## src/rtl/tc_pkg.sv

```systemverilog
package tc_pkg;
  localparam int BYTE_W = 8;
  localparam int ADDR_W = 3;

  typedef enum logic [ADDR_W-1:0] {
    REG_MODE = 3'd0,
    REG_STAT = 3'd1,
    REG_CMPH = 3'd2,
    REG_CMPL = 3'd3,
    REG_CNTH = 3'd4,
    REG_CNTL = 3'd5
  } reg_addr_e;

  localparam int LVL_BIT = 0;
  localparam int IEN_BIT = 6;
  localparam int HIT_BIT = 6;
  localparam logic [BYTE_W-1:0] MODE_MASK = 8'h41;
endpackage

```

## src/rtl/tc_counter.sv

```systemverilog
module tc_counter #(
  parameter int CNT_W = 16,
  parameter int DIV   = 4
) (
  input  logic             clk,
  input  logic             srst_n,
  output logic [CNT_W-1:0] cnt,
  output logic             val_new
);
  localparam int PW = (DIV > 1) ? $clog2(DIV) : 1;

  logic [PW-1:0]    pre_q, pre_d;
  logic [CNT_W-1:0] cnt_d;
  logic             tick;

  always_comb begin
    tick    = (pre_q == PW'(DIV - 1));
    pre_d   = tick ? '0 : pre_q + 1'b1;
    cnt_d   = tick ? cnt + 1'b1 : cnt;
    val_new = (pre_q == '0);
  end

  always_ff @(posedge clk or negedge srst_n) begin
    if (!srst_n) begin
      pre_q <= '0;
      cnt   <= '0;
    end else begin
      pre_q <= pre_d;
      cnt   <= cnt_d;
    end
  end

  assert_cnt_hold_R2: assert property (@(posedge clk) disable iff (!srst_n)
    !tick |=> $stable(cnt));
endmodule

```

## src/rtl/tc_compare.sv

```systemverilog
module tc_compare #(
  parameter int BYTE_W = 8,
  parameter int NB     = 2,
  localparam int CNT_W = BYTE_W * NB
) (
  input  logic              clk,
  input  logic              srst_n,
  input  logic              wr_hi,
  input  logic              wr_lo,
  input  logic [BYTE_W-1:0] wdata,
  input  logic [CNT_W-1:0]  cnt,
  input  logic              val_new,
  output logic [CNT_W-1:0]  cmp_val,
  output logic              match_evt
);
  logic [NB-1:0] lane_we;
  logic          hold_q, hold_d;

  always_comb begin
    lane_we         = '0;
    lane_we[0]      = wr_lo;
    lane_we[NB-1]   = wr_hi;
  end

  // compare bytes are plain storage: no reset, written only by the bus
  for (genvar g = 0; g < NB; g++) begin : g_lane
    always_ff @(posedge clk) begin
      if (lane_we[g]) cmp_val[g*BYTE_W +: BYTE_W] <= wdata;
    end
  end

  always_comb begin
    hold_d = hold_q;
    if (wr_lo)      hold_d = 1'b0;
    else if (wr_hi) hold_d = 1'b1;
  end

  always_ff @(posedge clk or negedge srst_n) begin
    if (!srst_n) hold_q <= 1'b1;
    else         hold_q <= hold_d;
  end

  assign match_evt = val_new && !hold_q && (cnt == cmp_val);

  assert_hi_blocks_R6: assert property (@(posedge clk) disable iff (!srst_n)
    (wr_hi && !wr_lo) |=> !match_evt);
endmodule

```

## src/rtl/tc_regs.sv

```systemverilog
module tc_regs
  import tc_pkg::*;
#(
  parameter int CNT_W = 16
) (
  input  logic              clk,
  input  logic              srst_n,
  input  logic [ADDR_W-1:0] addr,
  input  logic              wr_en,
  input  logic              rd_en,
  input  logic [BYTE_W-1:0] wdata,
  input  logic [CNT_W-1:0]  cmp_val,
  input  logic [CNT_W-1:0]  cnt,
  input  logic              match_evt,
  output logic              wr_hi,
  output logic              wr_lo,
  output logic [BYTE_W-1:0] rdata,
  output logic              cmp_pin,
  output logic              irq
);
  logic [BYTE_W-1:0] mode_q, mode_d;
  logic hit_q, hit_d, armed_q, armed_d, pin_d;
  logic wr_mode, rd_stat;

  always_comb begin
    wr_mode = wr_en && (addr == REG_MODE);
    wr_hi   = wr_en && (addr == REG_CMPH);
    wr_lo   = wr_en && (addr == REG_CMPL);
    rd_stat = rd_en && (addr == REG_STAT);

    mode_d = wr_mode ? (wdata & MODE_MASK) : mode_q;

    hit_d = hit_q;
    if (match_evt)           hit_d = 1'b1;
    else if (wr_lo && armed_q) hit_d = 1'b0;

    armed_d = armed_q;
    if (wr_lo)                armed_d = 1'b0;
    else if (rd_stat && hit_q) armed_d = 1'b1;

    pin_d = match_evt ? mode_q[LVL_BIT] : cmp_pin;
  end

  always_ff @(posedge clk or negedge srst_n) begin
    if (!srst_n) begin
      mode_q  <= '0;
      hit_q   <= 1'b0;
      armed_q <= 1'b0;
      cmp_pin <= 1'b0;
    end else begin
      mode_q  <= mode_d;
      hit_q   <= hit_d;
      armed_q <= armed_d;
      cmp_pin <= pin_d;
    end
  end

  assign irq = hit_q & mode_q[IEN_BIT];

  always_comb begin
    rdata = '0;
    case (addr)
      REG_MODE: rdata = mode_q;
      REG_STAT: rdata[HIT_BIT] = hit_q;
      REG_CMPH: rdata = cmp_val[CNT_W-1 -: BYTE_W];
      REG_CMPL: rdata = cmp_val[BYTE_W-1:0];
      REG_CNTH: rdata = cnt[CNT_W-1 -: BYTE_W];
      REG_CNTL: rdata = cnt[BYTE_W-1:0];
      default:  rdata = '0;
    endcase
  end

  assert_match_sets_R4: assert property (@(posedge clk) disable iff (!srst_n)
    match_evt |=> hit_q);
  assert_rise_has_cause_R4: assert property (@(posedge clk) disable iff (!srst_n)
    $rose(hit_q) |-> $past(match_evt));
  assert_pin_level_R5: assert property (@(posedge clk) disable iff (!srst_n)
    match_evt |=> (cmp_pin == $past(mode_q[LVL_BIT])));
  assert_unarmed_keeps_R9: assert property (@(posedge clk) disable iff (!srst_n)
    (!match_evt && !armed_q) |=> (hit_q == $past(hit_q)));
endmodule

```

## src/rtl/oc_timer.sv

```systemverilog
module oc_timer
  import tc_pkg::*;
#(
  parameter int DIV = 4
) (
  input  logic              clk,
  input  logic              rst_n,
  input  logic [ADDR_W-1:0] addr,
  input  logic              wr_en,
  input  logic              rd_en,
  input  logic [BYTE_W-1:0] wdata,
  output logic [BYTE_W-1:0] rdata,
  output logic              cmp_pin,
  output logic              irq
);
  localparam int NB    = 2;
  localparam int CNT_W = BYTE_W * NB;

  logic [1:0]       rs_q;
  logic             srst_n;
  logic [CNT_W-1:0] cnt, cmp_val;
  logic             val_new, match_evt, wr_hi, wr_lo;

  always_ff @(posedge clk or negedge rst_n) begin
    if (!rst_n) rs_q <= '0;
    else        rs_q <= {rs_q[0], 1'b1};
  end
  assign srst_n = rs_q[1];

  tc_counter #(.CNT_W(CNT_W), .DIV(DIV)) u_cnt (
    .clk(clk), .srst_n(srst_n), .cnt(cnt), .val_new(val_new)
  );

  tc_compare #(.BYTE_W(BYTE_W), .NB(NB)) u_cmp (
    .clk(clk), .srst_n(srst_n), .wr_hi(wr_hi), .wr_lo(wr_lo),
    .wdata(wdata), .cnt(cnt), .val_new(val_new),
    .cmp_val(cmp_val), .match_evt(match_evt)
  );

  tc_regs #(.CNT_W(CNT_W)) u_regs (
    .clk(clk), .srst_n(srst_n), .addr(addr), .wr_en(wr_en), .rd_en(rd_en),
    .wdata(wdata), .cmp_val(cmp_val), .cnt(cnt), .match_evt(match_evt),
    .wr_hi(wr_hi), .wr_lo(wr_lo), .rdata(rdata), .cmp_pin(cmp_pin), .irq(irq)
  );

  assert_single_match_R8: assert property (@(posedge clk) disable iff (!srst_n)
    match_evt |=> !match_evt);
endmodule

```

## config.mk

```make
export PLATFORM = sky130hd
export DESIGN_NAME = oc_timer
export DESIGN_NICKNAME = d
export VERILOG_FILES = /design/src/rtl/tc_pkg.sv /design/src/rtl/tc_counter.sv /design/src/rtl/tc_compare.sv /design/src/rtl/tc_regs.sv /design/src/rtl/oc_timer.sv
export SDC_FILE = /design/constraint.sdc
export NUM_CORES = 1
export LEC_CHECK = 0
export ABC_AREA = 1
export BUFFER_PORTS_ARGS = -buffer_cell sky130_fd_sc_hd__clkbuf_2
export CORE_UTILIZATION = 50
export CTS_BUF_LIST = sky130_fd_sc_hd__clkbuf_4
export CTS_CLUSTER_DIAMETER = 120
export DETAILED_ROUTE_END_ITERATION = 12
export PLACE_DENSITY_LB_ADDON = 0.12
export SLEW_MARGIN = 20
export SYNTH_ARGS = -nofsm -noshare
export SYNTH_HDL_FRONTEND = slang
export SYNTH_SLANG_ARGS = --single-unit
```

## constraint.sdc

```tcl
create_clock -name clk -period 2.55 [get_ports clk]
set_clock_uncertainty 0.2 [all_clocks]
set_input_delay 0.51 -clock clk [delete_from_list [all_inputs] [get_ports clk]]
set_output_delay 0.51 -clock clk [all_outputs]
set_load 0.03 [all_outputs]
```

Yosys cells after proc, flatten, opt, wreduce, memory -nomap -nowiden
Cells that the tools add are included.
{"block": "classes", "reduce_logical": 14, "n_bitwise": 1, "n_addsub": 2, "mux": 10, "n_eq_ne": 7}
{"op": "6-bit one-hot mux with 5 select lines", "n": 1}
{"op": "16-bit by 1-bit adder with 16-bit output, second input constant", "n": 1}
{"op": "16-bit == test", "n": 1}
{"op": "1-bit logical AND", "n": 8}
{"op": "3-bit by 2-bit == test with 1-bit output, second input constant", "n": 2}
{"op": "3-bit == test, second input constant", "n": 2}
{"op": "1-bit two-way mux", "n": 6}
{"op": "1-bit one-hot mux with 6 select lines", "n": 1}
{"op": "2-bit nonzero test", "n": 3}
{"op": "1-bit one-hot mux with 4 select lines", "n": 1}
{"op": "3-bit by 1-bit == test with 1-bit output, second input constant", "n": 1}
{"op": "3-bit logical NOT", "n": 1}
{"op": "2-bit by 1-bit adder with 2-bit output, second input constant", "n": 1}
{"op": "2-bit == test, second input constant", "n": 1}
{"op": "2-bit logical NOT", "n": 1}
{"op": "2-bit two-way mux", "n": 1}
{"op": "1-bit AND", "n": 1}
{"op": "1-bit logical NOT", "n": 1}
{"block": "word_totals", "output_inout_bits": 10, "inputBits": 15, "elab_cells": 44, "regBits": 42}

Logic depth before layout (Yosys ltp)
Gate-level depths: netlist (run 1).
{"block": "logic_depth", "depth_word": 5, "mapped_depth": 11, "mapped_depth_nobuf": 11}

Hierarchy
From an unflattened synthesis (run 1), not the netlist that was laid out.
{"block": "unflattened", "cells_unflattened": 289, "area_unflattened_um2": 2349.8}
{"mod": "tc_counter", "cells_each": 106, "n_inst": 1, "seq_area_each_um2": 450.4, "area_per_inst_um2": 913.4}
{"mod": "tc_compare", "cells_each": 84, "n_inst": 1, "seq_area_each_um2": 506.7, "area_per_inst_um2": 799.5}
{"mod": "tc_regs", "cells_each": 96, "n_inst": 1, "seq_area_each_um2": 125.1, "area_per_inst_um2": 583.1}
{"mod": "oc_timer", "cells_each": 3, "n_inst": 1, "seq_area_each_um2": 50.0, "area_per_inst_um2": 53.8}

Least setup slack after synthesis (run 1)
Ideal clock, no wire load.
{"block": "synth_path", "path_kind": "input-to-output", "from": "in addr[1]", "to": "out rdata[2]", "path_slack_ns": 0.418, "arrival_time_ns": 1.422, "cell_stages": 3, "path_cell_list": "nor2_1 nand2_1 o221ai_1"}
{"block": "synth_between", "elab_chain_cells": 2}
{"element": "start, declared", "line_no": "oc_timer.sv:8", "text": "input logic [ADDR_W-1:0] addr,"}
{"element": "3-bit == test (tied with other cells)", "line_no": "tc_regs.sv:62", "text": "case (addr)"}
{"element": "6-bit one-hot mux with 5 select lines (*)", "line_no": "tc_regs.sv:62"}
{"element": "end, declared", "line_no": "oc_timer.sv:12", "text": "output logic [BYTE_W-1:0] rdata,"}
Mark *: on every way between the ends. The rest lies on a longest branch, timed or not.

Worst setup path in the final report (run 1)
{"block": "layout_path", "from": "in addr[0]", "to": "out rdata[3]"}
Same word-level chain as after synthesis.

==> metrics.csv, run 1 <==
metric,value,unit
outcome,finished clean,
Iter 0 DRT Violations,96,
design area,0.00257,mm²
largest family of logic cells by synthesized area,simple AND/OR/NAND/NOR gates,
crit path time final,2.36,ns
Synth-to-Final Area Change,13.7,%
Top-Level Pins,25,
Post-Place Setup Slack,0.201,ns
final hold vios,0,
"area leader, netlist",dfrtp_1,
post-route ant nets,0,
Fmax,423,MHz
Post-Syn Area,0.00226,mm²
Nets,304,
initial antenna violation count,0,
number of diodes,0,
Die Y,69.2,µm
GRT Overall Usage,21.2,%
Reg area,0.00113,mm²
Finished Layout Cells,339,
Leak,1.30,nW
CORE AREA,0.00435,mm²
Port Buffer Count,24,
Reg-to-Reg Start,u_cnt.pre_q[0]$_DFF_PN0_,
xor and xnor area share after synthesis,4.27,%
Total Neg Setup Slack,0,ns
adder-cell share of the synthesized area,1.66,%
final core occ,59.0,%
worst reg2reg endpoint,u_cnt.cnt[14]$_DFFE_PN0P_,
maximum buffer depth of the clock tree,2,
largest net degree at the start of global routing,25,
routed wire length,4.57,mm
synth warn,0,
area post-placement,0.00245,mm²
post-synthesis mux area share,0.998,%
H-tree depth,2,
die area,0.00479,mm²
row count,24,
max-slew violations,0,
Worst-Skew Late Latency,0.37,ns
CTS Sinks,42,
"top cells by area, synth","dfrtp_1 (28%), edfxtp_1 (21%), nand2_1 (11%)",
GPL Wtd Cong,0.873,
crit-path max FO,8,
RSZ-0062 raised after global routing,false,
clock root cell,clkbuf_4,
number of global-route vias before repair,1633,
CTS tree,done,
Clock transition at path regs,0.15,ns
CP endpoint kind,primary output,
Max-cap violations,0,
PostCTS Resize Cnt,0,
Worst EP arrival,1.65,ns
post-synthesis register bit count,42,
Via density,5.11,
CTS Buf Count,5,
fill count,399,
worst r2r path cells,10,
Synth top area share,27.7,%
required time worst endpoint,1.84,ns
first-pass GRT wire length,7.82,mm
hold crit path type,reg2async,
Synthesized Nets,271,
overall power,1.40,mW
share of cells above drive strength 1,20.6,%
Compound-Gate Fraction of Synth Area,7.82,%
postcts setup bufs,0,
die width,69.2,µm
CP Launch Type,input port,
Initial Util,51.8,%
final setup vio count,0,
register area share after synthesis,50.2,%
Fin Hold WS,0.0129,ns
"Avg Cell Area, Syn",8.92,µm²
Netlist cell types,34,
cell count after synthesis,253,
Final Cycle Share,92.7,%
GRT overflow,0,
Multi-input gate area,938,µm²
Peak VDD IR,0.000456,V
Setup CP Type,in2out,
DRC Markers,0,
drt first pass iters,4,
Final WS setup,0.186,ns
Cells after DPL,330,
"setup slack, reg-to-reg",0.63,ns
Routed WL per cell,13.5,µm
DP HPWL,3.58,mm
Synth Area in Simple Gates,26.7,%
via count,1732,
PwrDens,545,mW/mm²
==> layout by cell type (no fill, tap or decap), types with 2 or more instances in the layout <==
| cell type | netlist | final |
|---|---|---|
| nand3_1 | 9 | 9 |
| o221ai_1 | 6 | 6 |
| nor2_4 | 3 | 3 |
| nor2_2 | 3 | 3 |
| bufinv_16 | 0 | 2 |
| xor2_1 | 10 | 10 |
| nand4_1 | 5 | 5 |
| nor2_1 | 18 | 18 |
| nand2_2 | 2 | 2 |
| nor3_2 | 2 | 2 |
| nand3_4 | 2 | 2 |
| nand2_1 | 68 | 68 |
| dfrtp_1 | 25 | 25 |
| o22ai_1 | 2 | 2 |
| clkbuf_4 | 0 | 5 |
| o21ai_0 | 6 | 6 |
| or2_2 | 2 | 2 |
| a22oi_1 | 7 | 7 |
| mux2_2 | 2 | 2 |
| inv_2 | 2 | 2 |
| buf_4 | 0 | 4 |
| clkbuf_2 | 0 | 24 |
| ha_1 | 3 | 3 |
| nor3_1 | 2 | 2 |
| a21oi_1 | 3 | 3 |
| inv_1 | 42 | 42 |
| nand2_4 | 2 | 2 |
| edfxtp_1 | 16 | 16 |
==> repair_timing <==
item | CTS | global route
endpoints found under the hold margin | 2 | 0
endpoints found under the setup margin | 0 | 0
hold buffers | 1 | 0
==> area by class of cell <==
type | count | area share (%)
sequential | 42 | 44.1
clock buffer | 5 | 1.46
inverter | 44 | 6.43
tap | 52 | 2.53
multi-input combinational | 164 | 36.5
timing repair buffer | 29 | 6.24
clock inverter | 3 | 2.68
==> logic make-up (layout without fill, tap and decap cells) <==
kind of cell	Yosys count	after routing
other	1	1
multiplexers	2	2
AO/OA/AOI/OAI	26	26
buffers and inverters	47	81
AND/OR/NAND/NOR	121	121
XOR/XNOR	11	11
flip-flops	42	42
adder cells (fa/ha/maj)	3	3
==> critical path, cell delays in order <==
cell and delay [ns]:
clkbuf_2 0.12, nor2_1 0.21, nand2_1 0.25, o221ai_1 0.30, clkbuf_2 0.26
==> per-layer routing <==
layer	track usage [%]	wire, µm	part of all wire, %	vias to the layer above
met3	4.36	147	3.2	8
met1	29.4	2180	48	810
li1	-	-	-	879
met2	32.9	2150	47	35
met4	7.94	87	1.9	0
met5	0	0	0	-
==> worst max path at each step <==
stage | cells past startpoint | slack, ns | from | to
floorplan | 3 | 0.42 | addr[1] | rdata[2]
global placement | 7 | 0.20 | addr[2] | rdata[7]
detailed placement | 7 | 0.20 | addr[0] | rdata[6]
CTS | 7 | 0.20 | addr[0] | rdata[6]
global route | 7 | 0.08 | addr[0] | rdata[6]
finish | 5 | 0.19 | addr[0] | rdata[3]
==> registers in the layout, indices dropped and copies added (netlist names) <==
signal	flops
u_cnt.cnt	16
rs_q	2
u_regs.mode_q	2
u_regs.armed_q	1
u_cnt.pre_q	2
u_cmp.cmp_val	16
u_regs.cmp_pin	1
u_cmp.hold_q	1
u_regs.hit_q	1
==> power by group <==
part | switching (mW) | internal [mW]
clock | 0.229 | 0.307
combinational | 0.0729 | 0.0424
sequential | 0.0180 | 0.731
==> cells in the mapped netlist (all sizes together) <==
cell type and count:
a21oi 3, a22oi 7, a31oi 1, buf 3, conb 1, dfrtp 25, dfstp 1, edfxtp 16
ha 3, inv 44, mux2 2, nand2 72, nand3 12, nand3b 1, nand4 5, nor2 25
nor3 4, o211ai 1, o21ai 6, o221ai 6, o22ai 2, or2 2, xnor2 1, xor2 10
Power figures use the tool's default switching activity.
==> inputs of run 2 (changes only) <==
--- a/config.mk
+++ b/config.mk
@@ -7,6 +7,7 @@
 export LEC_CHECK = 0
 export ABC_AREA = 1
 export BUFFER_PORTS_ARGS = -buffer_cell sky130_fd_sc_hd__clkbuf_2
+export CORE_ASPECT_RATIO = 1.25
 export CORE_UTILIZATION = 50
 export CTS_BUF_LIST = sky130_fd_sc_hd__clkbuf_4
 export CTS_CLUSTER_DIAMETER = 120
==> metrics.csv, run 2 (synthesis results as in run 1) <==
metric,value,unit
outcome,finished clean,
number of diodes,0,
Setup CP Type,in2out,
Routed WL per cell,13.3,µm
Die Y,77.1,µm
Post-Place Setup Slack,0.194,ns
CTS Buf Count,5,
Combinational Power Share,9.4,%
hold crit path type,reg2async,
CP Launch Type,input port,
Worst-Skew Late Latency,0.36,ns
largest net degree at the start of global routing,25,
Peak VDD IR,0.000406,V
share of cells above drive strength 1,21.3,%
Cells after DPL,334,
"leading cell type in the layout, fill and taps excluded",nand2_1,
crit-path max FO,8,
CP endpoint kind,primary output,
max-slew violations,0,
number of global-route vias before repair,1723,
final core occ,60.3,%
crit-path cells,clkbuf_2 > inv_1 > nand3_1 > inv_2 > a22oi_1 > o221ai_1 > clkbuf_2,
Final WS setup,0.213,ns
switching power,333,µW
Worst EP arrival,1.63,ns
Total Neg Setup Slack,0,ns
GRT overflow,0,
Leak,1.28,nW
RSZ-0062 raised after global routing,false,
routed wire length,4.58,mm
final hold vios,0,
Fmax,428,MHz
Port Buffer Count,24,
Crit path top cell by count,clkbuf_2,
die width,62.1,µm
clock root cell,clkbuf_4,
Clock transition at path regs,0.14,ns
Final Cycle Share,91.6,%
drt first pass iters,4,
Clock power frac,29.4,%
CP peak stage delay,0.22,ns
Nets,304,
maximum buffer depth of the clock tree,2,
switching share of power,27.2,%
GPL Wtd Cong,0.805,
GRT Overall Usage,22.8,%
Finished Layout Cells,343,
Internal Pwr Total,892,µW
crit path time final,2.34,ns
Critical Path Slowest Stage Cell,clkbuf_2,
Initial Util,53.8,%
Max-cap violations,0,
sequential share of power,61.2,%
H-tree depth,2,
initial antenna violation count,0,
via count,1723,
most frequent cells in the layout,"nand2_1 (67), inv_1 (41), dfrtp_1 (25)",
PwrDens,484,mW/mm²
post-route ant nets,0,
Via density,5.02,
Fin Hold WS,0.0410,ns
DP HPWL,3.60,mm
final setup vio count,0,
CTS tree,done,
required time worst endpoint,1.84,ns
first-pass GRT wire length,7.89,mm
Synth-to-Final Area Change,12.2,%
Top-Level Pins,25,
DRC Markers,0,
die area,0.00479,mm²
Iter 0 DRT Violations,64,
row count,26,
Top Registers,"u_cmp.cmp_val (16), u_cnt.cnt (16)",
CORE AREA,0.00420,mm²
CTS Sinks,42,
## run 2: repair_timing
| item | 4_1_cts | 5_1_grt |
|---|---|---|
| hold endpoints to repair | 2 | 0 |
| gates resized for setup | 0 | 2 |
| hold buffers | 1 | 0 |
| setup buffers | 0 | 0 |
| endpoints found under the setup margin | 0 | 1 |
## run 2: final cells by class
type	count	area [µm²]
sequential	42	1130
clock buffer	5	37.5
multi-input combinational	164	941
timing repair buffer	29	160
fill	373	1660
tap	56	70.1
inverter	44	165
clock inverter	3	26.3
## run 2: worst max-delay path, delay by kind of cell
kind	cells	cell delay [ns]
AO/OA/AOI/OAI	2	0.36
AND/OR/NAND/NOR	1	0.16
buffers and inverters	4	0.59
## run 2: through the flow
step,power (mW),cell area [µm²]
2_1_floorplan,0.831,2260
3_3_place_gp,0.876,2460
3_5_place_dp,0.877,2460
4_1_cts,1.24,2530
5_1_grt,1.29,2530
6_report,1.22,2530
## run 2: path summary, 6_finish.rpt
| kind | start | slack, ns | endpoint | cells past startpoint |
|---|---|---|---|---|
| worst max-delay path | addr[2] | 0.21 | rdata[7] | 7 |
| worst min-delay path | rs_q[1]$_DFF_PN0_ | 0.04 | u_cnt.pre_q[1]$_DFF_PN0_ | 1 |
| worst max register to register | u_cnt.pre_q[0]$_DFF_PN0_ | 0.65 | u_cnt.cnt[14]$_DFFE_PN0P_ | 10 |
| worst min register to register | rs_q[1]$_DFF_PN0_ | 0.04 | u_cnt.pre_q[1]$_DFF_PN0_ | 1 |
| max in group asynchronous | rst_n | 1.81 | rs_q[0]$_DFF_PN0_ | 2 |
| min in group clk | wdata[5] | 0.13 | u_cmp.cmp_val[5]$_DFFE_PP_ | 1 |
## run 2: power groups by stage
stage                     Combinational [mW]  Sequential [mW]  Clock (mW)
after global placement                 0.113            0.762           0
after detailed placement               0.114            0.763           0
final                                  0.115            0.750       0.360
after floorplan                       0.0690            0.762           0
after CTS                              0.116            0.749       0.376
after global routing                   0.128            0.753       0.406
## run 2: metal layers
metal / wire length (µm) / global-route usage, %
met1: 1990 / 29.4
met2: 2360 / 36.9
met3: 162 / 4.55
met4: 67 / 7.78
met5: 0 / 0
==> inputs of run 3 (changes only) <==
--- a/config.mk
+++ b/config.mk
@@ -5,12 +5,13 @@
 export SDC_FILE = /design/constraint.sdc
 export NUM_CORES = 1
 export LEC_CHECK = 0
-export ABC_AREA = 1
+export ABC_AREA = 0
 export BUFFER_PORTS_ARGS = -buffer_cell sky130_fd_sc_hd__clkbuf_2
 export CORE_ASPECT_RATIO = 1.25
 export CORE_UTILIZATION = 50
 export CTS_BUF_LIST = sky130_fd_sc_hd__clkbuf_4
 export CTS_CLUSTER_DIAMETER = 120
+export CTS_CLUSTER_SIZE = 14
 export DETAILED_ROUTE_END_ITERATION = 12
 export PLACE_DENSITY_LB_ADDON = 0.12
 export SLEW_MARGIN = 20
==> metrics.csv, run 3 <==
metric,value,unit
maximum buffer depth of the clock tree,2,
register area share after synthesis,55.3,%
routed wl met2,2.06,mm
first-pass GRT wire length,6.60,mm
via count,1360,
CP endpoint kind,primary output,
Finished Layout Cells,245,
crit-path cells,mux4_2 > clkinv_1 > o22ai_1 > clkbuf_2,
Port Buffer Count,24,
Max-cap violations,0,
hold crit path type,reg2async,
post-synthesis register bit count,42,
number of global-route vias before repair,1391,
Cells after DPL,236,
PostCTS Resize Cnt,0,
Fmax,419,MHz
worst-margin pin slew,0.546,ns
drt first pass iters,4,
final core occ,59.6,%
CTS tree,done,
Worst EP arrival,1.68,ns
"Avg Cell Area, Syn",12.4,µm²
Iter 0 DRT Violations,45,
required time worst endpoint,1.84,ns
ys async rst share,61.9,%
CTS Sinks,42,
most frequent cells in the layout,"clkbuf_2 (24), dfrtp_1 (24), xor2_1 (19)",
H-tree depth,2,
"area leader, netlist",dfrtp_1,
met3 WL,159,µm
routed wire length,3.96,mm
slew margin rel.,63.6,%
Total Neg Setup Slack,0,ns
final hold vios,0,
"top cells by area, synth","dfrtp_1 (31%), edfxtp_1 (23%), xor2_1 (8.1%)",
Synth top area share,30.5,%
dominant cell by count in the synthesized netlist,dfrtp_1,
Synth-to-Final Area Change,12.0,%
GRT Overall Usage,21.1,%
max-slew violations,0,
Final Cycle Share,93.6,%
overall power,1.29,mW
DP HPWL,3.00,mm
die area,0.00436,mm²
largest net degree at the start of global routing,25,
postcts setup bufs,0,
Combinational Power Share,8.3,%
Critical Path Slowest Stage Cell,dfrtp_1,
clock root cell,clkbuf_4,
number of diodes,0,
Die Y,73.6,µm
Post-Syn Area,0.00205,mm²
crit-path max FO,7,
cell count after synthesis,165,
final setup vio count,0,
GRT overflow,0,
DRC Markers,0,
top routing layer in use,met4,
die width,59.2,µm
ys flop type,dfrtp_1,
CTS Hold Bufs,1,
Top-Level Pins,25,
Leak,1.02,nW
Via density,5.55,
synth warn,0,
initial antenna violation count,0,
commonest cells in the netlist,"dfrtp_1 (25), xor2_1 (19), edfxtp_1 (16)",
outcome,finished clean,
Top Registers,"u_cmp.cmp_val (16), u_cnt.cnt (16)",
Initial Util,53.2,%
Worst-Skew Late Latency,0.36,ns
RSZ-0062 raised after global routing,false,
CORE AREA,0.00385,mm²
PwrDens,563,mW/mm²
Synthesized Nets,183,
switching power,314,µW
Post-synth EDFFs,16,
Peak VDD IR,0.000368,V
share of cells above drive strength 1,20.9,%
CTS Buf Count,5,
Internal Pwr Total,978,µW
switching share of power,24.3,%
CP peak stage delay,0.50,ns
Clock power frac,33.6,%
Nets,208,
Netlist cell types,39,
crit path time final,2.39,ns
GPL Wtd Cong,0.805,
Clock transition at path regs,0.13,ns
row count,25,
WL met1,1.65,mm
Fin Hold WS,0.0630,ns
Routed WL per cell,16.2,µm
Setup CP Type,reg2out,
CP Launch Type,register,
sequential share of power,58.1,%
post-route ant nets,0,
-- run 3: cell count changes after synthesis, moves of 9 or more --
cell / change
nand2_1: -58
inv_1: -39
nor2_1: -13
mux2i_1: +12
xnor2_1: +11
xor2_1: +9
-- run 3: final timing paths --
path / startpoint / to / slack, ns / depth (start not counted)
max in group asynchronous: rs_q[1]$_DFF_PN0_ / u_cnt.cnt[15]$_DFFE_PN0P_ / 1.71 / 0
min in group clk: wdata[1] / u_cmp.cmp_val[1]$_DFFE_PP_ / 0.13 / 1
max reg2reg: u_cnt.pre_q[0]$_DFF_PN0_ / u_cnt.cnt[15]$_DFFE_PN0P_ / 0.50 / 5
max: u_cnt.cnt[6]$_DFFE_PN0P_ / rdata[6] / 0.16 / 4
min: rs_q[1]$_DFF_PN0_ / u_cnt.pre_q[0]$_DFF_PN0_ / 0.06 / 0
min reg2reg: rs_q[1]$_DFF_PN0_ / u_cnt.pre_q[0]$_DFF_PN0_ / 0.06 / 0
-- run 3: cells by family after synthesis --
| kind of cell | after synthesis | share of synthesized area [%] |
|---|---|---|
| simple gates | 44 | 12.3 |
| flops | 42 | 55.3 |
| xor+xnor | 31 | 13.3 |
| mux | 18 | 9.90 |
| compound gates | 14 | 4.46 |
| buf+inv | 12 | 2.81 |
| fa+ha+maj | 3 | 1.83 |
| other cells | 1 | 0.183 |
-- run 3: metal layers --
layer,vias to the layer above,track usage [%]
li1,629,-
met1,681,25.7
met2,41,35.0
met3,9,5.11
met4,0,9.79
met5,-,0
-- run 3: power groups by stage --
stage	Sequential, mW	Combinational [mW]	Clock, mW
floorplan	0.757	0.0724	0
global route	0.755	0.116	0.474
finish	0.750	0.107	0.434
CTS	0.750	0.108	0.442
detailed placement	0.764	0.106	0
global placement	0.762	0.104	0
-- run 3: final cells by class --
cell class                      count  area, µm²
Fill cell                         316       1550
Clock inverter                      3       45.0
Clock buffer                        5       37.5
Timing Repair Buffer               26        138
Tap cell                           54       67.6
Multi-Input combinational cell    111        858
Inverter                            4       15.0
Sequential cell                    42       1130
-- run 3: worst max-delay path: cells and delay by family, from the launching register on --
kind,cells,cell delay [ns]
flops,1,0.50
buf+inv,2,0.25
compound gates,1,0.06
mux,1,0.50
-- run 3: per-stage QoR --
step | instance area [µm²] | setup slack (ns)
after global routing | 2290 | 0.0767
after CTS | 2290 | 0.155
after detailed placement | 2200 | 0.293
after global placement | 2200 | 0.302
after floorplan | 2050 | 0.278
final | 2290 | 0.162
